File: config.mk
export PLATFORM = sky130hd
export DESIGN_NAME = pollresp
export DESIGN_NICKNAME = d
export VERILOG_FILES = /design/src/rtl/pollresp_pkg.sv /design/src/rtl/pollresp_rst_sync.sv /design/src/rtl/pollresp_start_det.sv /design/src/rtl/pollresp_toggle.sv /design/src/rtl/pollresp_mux.sv /design/src/rtl/pollresp.sv
export SDC_FILE = /design/constraint.sdc
export NUM_CORES = 1
export LEC_CHECK = 0
export BUFFER_PORTS_ARGS = -buffer_cell sky130_fd_sc_hd__buf_2
export CORE_MARGIN = 1.5
export CORE_UTILIZATION = 37
export DETAILED_ROUTE_END_ITERATION = 10
export PLACE_DENSITY_LB_ADDON = 0.12
export SYNTH_ARGS = -nofsm -noshare
export SYNTH_HDL_FRONTEND = slang
export SYNTH_SLANG_ARGS = --single-unit
File: constraint.sdc
create_clock -name clk -period 0.8 [get_ports clk]
set_input_delay 0.08 -clock clk [delete_from_list [all_inputs] [get_ports clk]]
set_output_delay 0.08 -clock clk [all_outputs]
set_load 0.01 [all_outputs]
File: src/rtl/pollresp_pkg.sv
package pollresp_pkg;
  typedef logic [7:0] rbyte_t;
  localparam int unsigned POLL_BIT = 7;
  localparam int unsigned TOG_BIT  = 6;
  localparam int unsigned ECHO_W   = TOG_BIT;
endpackage

File: src/rtl/pollresp_rst_sync.sv
module pollresp_rst_sync #(
  parameter int unsigned STAGES = 2
) (
  input  logic clk,
  input  logic rst_n,
  output logic rst_n_s
);
  logic [STAGES-1:0] sync_q;
  logic [STAGES-1:0] sync_d;

  always_comb begin
    sync_d = {sync_q[STAGES-2:0], 1'b1};
  end

  always_ff @(posedge clk or negedge rst_n) begin
    if (!rst_n) sync_q <= '0;
    else        sync_q <= sync_d;
  end

  assign rst_n_s = sync_q[STAGES-1];
endmodule

File: src/rtl/pollresp_start_det.sv
module pollresp_start_det (
  input  logic clk,
  input  logic rst_n,
  input  logic busy,
  output logic start
);
  logic busy_q;
  logic busy_d;

  always_comb begin
    busy_d = busy;
  end

  always_ff @(posedge clk or negedge rst_n) begin
    if (!rst_n) busy_q <= 1'b0;
    else        busy_q <= busy_d;
  end

  assign start = busy & ~busy_q;
endmodule

File: src/rtl/pollresp_toggle.sv
module pollresp_toggle (
  input  logic clk,
  input  logic rst_n,
  input  logic busy,
  input  logic start,
  input  logic rd_strobe,
  output logic tog_rd
);
  logic tog_q;
  logic tog_d;
  logic tog_en;

  always_comb begin
    tog_en = start | (rd_strobe & busy);
    tog_rd = start ? 1'b0 : tog_q;
    tog_d  = tog_q;
    if (start)  tog_d = rd_strobe;
    else if (tog_en) tog_d = ~tog_q;
  end

  always_ff @(posedge clk or negedge rst_n) begin
    if (!rst_n)      tog_q <= 1'b0;
    else if (tog_en) tog_q <= tog_d;
  end


  flip_on_read_chk: assert property (@(posedge clk) disable iff (!rst_n)
    (rd_strobe && busy && !start) |=> (tog_q != $past(tog_q)));


  hold_when_idle_chk: assert property (@(posedge clk) disable iff (!rst_n)
    (!start && !(rd_strobe && busy)) |=> $stable(tog_q));


  clear_at_start_chk: assert property (@(posedge clk) disable iff (!rst_n)
    (start && !rd_strobe) |=> !tog_q);
endmodule

File: src/rtl/pollresp_mux.sv
module pollresp_mux
  import pollresp_pkg::*;
#(
  parameter int unsigned AW          = 19,
  parameter bit          STRICT_ADDR = 1'b1
) (
  input  logic          busy,
  input  logic          tog,
  input  rbyte_t        last_data,
  input  logic [AW-1:0] last_addr,
  input  logic [AW-1:0] rd_addr,
  input  rbyte_t        arr_data,
  output rbyte_t        resp
);
  logic addr_hit;

  generate
    if (STRICT_ADDR) begin : g_strict
      assign addr_hit = (rd_addr == last_addr);
    end else begin : g_any
      logic [AW-1:0] addr_unused;
      assign addr_unused = rd_addr ^ last_addr;
      assign addr_hit = 1'b1 | (&addr_unused);
    end
  endgenerate

  always_comb begin
    if (busy) begin
      resp[POLL_BIT]   = last_data[POLL_BIT] ^ addr_hit;
      resp[TOG_BIT]    = tog;
      resp[ECHO_W-1:0] = last_data[ECHO_W-1:0];
    end else begin
      resp = arr_data;
    end
  end
endmodule

File: src/rtl/pollresp.sv
module pollresp
  import pollresp_pkg::*;
#(
  parameter int unsigned AW          = 19,
  parameter bit          STRICT_ADDR = 1'b1
) (
  input  logic          clk,
  input  logic          rst_n,
  input  logic          busy,
  input  logic [7:0]    last_data,
  input  logic [AW-1:0] last_addr,
  input  logic          rd_strobe,
  input  logic [AW-1:0] rd_addr,
  input  logic [7:0]    arr_data,
  output logic [7:0]    rd_data
);
  logic   rst_n_s;
  logic   start;
  logic   tog_rd;
  rbyte_t resp;
  rbyte_t rd_q;
  rbyte_t rd_d;

  pollresp_rst_sync #(.STAGES(2)) u_rst (
    .clk(clk), .rst_n(rst_n), .rst_n_s(rst_n_s));

  pollresp_start_det u_start (
    .clk(clk), .rst_n(rst_n_s), .busy(busy), .start(start));

  pollresp_toggle u_tog (
    .clk(clk), .rst_n(rst_n_s), .busy(busy), .start(start),
    .rd_strobe(rd_strobe), .tog_rd(tog_rd));

  pollresp_mux #(.AW(AW), .STRICT_ADDR(STRICT_ADDR)) u_mux (
    .busy(busy), .tog(tog_rd), .last_data(last_data),
    .last_addr(last_addr), .rd_addr(rd_addr), .arr_data(arr_data),
    .resp(resp));

  always_comb begin
    rd_d = rd_strobe ? resp : rd_q;
  end

  always_ff @(posedge clk or negedge rst_n_s) begin
    if (!rst_n_s)       rd_q <= '0;
    else if (rd_strobe) rd_q <= rd_d;
  end

  assign rd_data = rd_q;


  poll_invert_chk: assert property (@(posedge clk) disable iff (!rst_n_s)
    (rd_strobe && busy && rd_addr == last_addr) |=>
      (rd_data[7] != $past(last_data[7])));


  idle_pass_chk: assert property (@(posedge clk) disable iff (!rst_n_s)
    (rd_strobe && !busy) |=> (rd_data == $past(arr_data)));


  echo_low_chk: assert property (@(posedge clk) disable iff (!rst_n_s)
    (rd_strobe && busy) |=> (rd_data[5:0] == $past(last_data[5:0])));


  hold_data_chk: assert property (@(posedge clk) disable iff (!rst_n_s)
    !rd_strobe |=> $stable(rd_data));
endmodule

==> run metrics <==
CP Data Arrival Time 1130 ps; P&R area growth vs syn 61.17%; setup_tns -588.0 ps; number of synthesized flops with an enable pin 0; Final Setup Violations 9; multi-input logic area 464.2 µm²; Min-Delay Path Class primary input to register; Top FF cell, synth dfrtp_1; ys async rst share 100.0%; total gr overflow 0; Root Driver clkbuf_4; Ant. Diodes 0; final period utilization 114.7%; total vias in the final route 799; CTS max path bufs 2; CP Launch Point rd_addr[13]; Core Rows 16; Yosys cell types 19; Synth Cell Area 750.7 µm²; Worst-Skew Late Latency 270 ps; Worst R2R Setup Slack 20 ps; top post-synthesis cells by count dfrtp_1, xnor2_1, a21oi_1, nor2_1, xor2_1; worst hold slack 79.10 ps; Final min period 917.6 ps; crit-path max FO 2; Synth area leader dfrtp_1; I/O pin cnt 66; CTS tree done; CP endpoint kind register; H-tree Lvls 1; unrepaired setup endpoints after global routing true; r2r startpoint rd_data[7]$_DFFE_PN0P_; vias per cell 4.514; Final Skew 2.343 ps; DRC viols 0; Worst setup SP type primary input; Fin. Hold Viols 0; # fillers 176; Synth Instances 78; Final Slew Violations 0; failing checks negative setup slack; final worst slack -117.6 ps; fin nets 210; reg2reg path depth 4; final wirelength 1737 µm; Synth area leaders dfrtp_1, xnor2_1, xor2_1; cell total after placement 169; number of global-route vias before repair 679; layout cell share with drive strength beyond 1 55.33%; hpwl dp 1485 µm; Data required, critical path 1010 ps; Post-DRT Antenna Nets 0; share of the synthesized area in the top cell type 40.00%; final design utilization 62.31%; Pwr Density 1280 mW/mm²; first-pass GRT wire length 2504 µm; die height 48.05 µm; status complete, but fails checks; Initial DRC Count 2; power after layout 1.549 mW; Initial DRT Pass Iterations 4; Pleak 0.5999 nW; Fmax 1090 MHz; Synthesized Nets 136; Initial Utilization 38.66%; Yosys warnings 0; Synth Register Bits 12; Port Buffers 64; Max IR drop VDD 0.001189 V; FF+latch area 300.3 µm²; Post-Place Worst Slack -375.6 ps; max-cap violations 0; initial antenna violation count 0; Worst setup endpoint rd_data[7]$_DFFE_PN0P_; clock-pin transition on the worst setup and hold timing paths 70 ps; routed len/inst 9.814 µm; fin cells 177; Area after DPL 0.001114 mm²; Num CTS Buffers 3; top-count cell post-synth dfrtp_1; core area 0.001942 mm²; kind of critical path primary input to register; Die Width 48.05 µm; Post-Layout Inst Area 0.001210 mm²; GRT Overall Usage 15.81%; die footprint 0.002308 mm²; post-synthesis sequential area ratio 40.00%; Avg Inst Size Synth 9.625 µm²; largest net degree at the start of global routing 18; clock net sink count 12; r2r endpoint rd_data[7]$_DFFE_PN0P_; placer congestion estimate 0.6429
-- metal layers --
| layer | routed length [µm] | up-vias | global-route usage, % | share of wire (%) |
|---|---|---|---|---|
| met5 | 0 | - | 0 | 0 |
| met4 | 7 | 0 | 5.405 | 0.40 |
| met3 | 104 | 2 | 5.660 | 6.0 |
| met2 | 972 | 28 | 28.80 | 56 |
| met1 | 653 | 360 | 16.67 | 38 |
| li1 | - | 409 | - | - |
-- power breakdown --
part / internal (mW) / switching [mW]
sequential: 0.665 / 0.0380
clock: 0.174 / 0.180
combinational: 0.278 / 0.214
-- worst max-delay path, cell delays in order --
cell and delay [ps]:
buf_6 90, xor2_2 160, nor4_2 320, nand3_1 130, mux2_4 280, nand2_2 60
-- repair_timing --
item | 4_1_cts | 5_1_grt
hold buffers | 1 | 0
endpoints found under the setup margin | 9 | 11
setup buffers | 3 | 1
pin swaps | 2 | 8
endpoints found under the hold margin | 2 | 0
resized for setup | 1 | 8
-- logic make-up (layout without fill, tap and decap cells) --
logic type,after synthesis,in the layout,synth area share [%]
DFF,12,12,40.00
buffers and inverters,3,75,1.833
xor gates and xnor gates,19,19,22.17
muxes,7,7,9.500
AOI/OAI and AO/OA,12,12,8.167
and+or+nand+nor,24,24,17.83
other,1,1,0.4995
-- cell type report --
class | instances | share of cell area (%)
clock buffer | 3 | 1.861
multi-input combinational | 63 | 38.37
sequential | 12 | 24.82
tap | 27 | 2.792
timing repair buffer | 72 | 32.16
-- state kept, by name, indices dropped and copies added (netlist names) --
register	flops
u_start.busy_q	1
u_tog.tog_q	1
rd_data	8
u_rst.sync_q	2
-- cells in the final DEF, fill, tap and decap left out, drive strengths merged --
master       count
nor3             1
nand2b           2
dfrtp           12
dlygate4sd3      1
clkbuf           3
o21ai            1
nand2            2
conb             1
nand3            5
nor4             2
nand4            2
mux2             1
a21oi           10
buf             71
nor2            10
xnor2           11
xor2             8
a31oi            1
mux2i            6
-- worst min-delay path by stage --
stage | depth (start not counted) | startpoint | endpoint | slack [ps]
3_3_place_gp | 1 | rst_n | u_rst.sync_q[0]$_DFF_PN0_ | -130
6_report | 3 | arr_data[6] | rd_data[6]$_DFFE_PN0P_ | 80
4_1_cts | 3 | arr_data[6] | rd_data[6]$_DFFE_PN0P_ | 80
2_1_floorplan | 0 | rst_n | u_rst.sync_q[0]$_DFF_PN0_ | -220
3_5_place_dp | 1 | rst_n | u_rst.sync_q[0]$_DFF_PN0_ | -130
5_1_grt | 3 | arr_data[6] | rd_data[6]$_DFFE_PN0P_ | 80
Power figures use the tool's default switching activity.
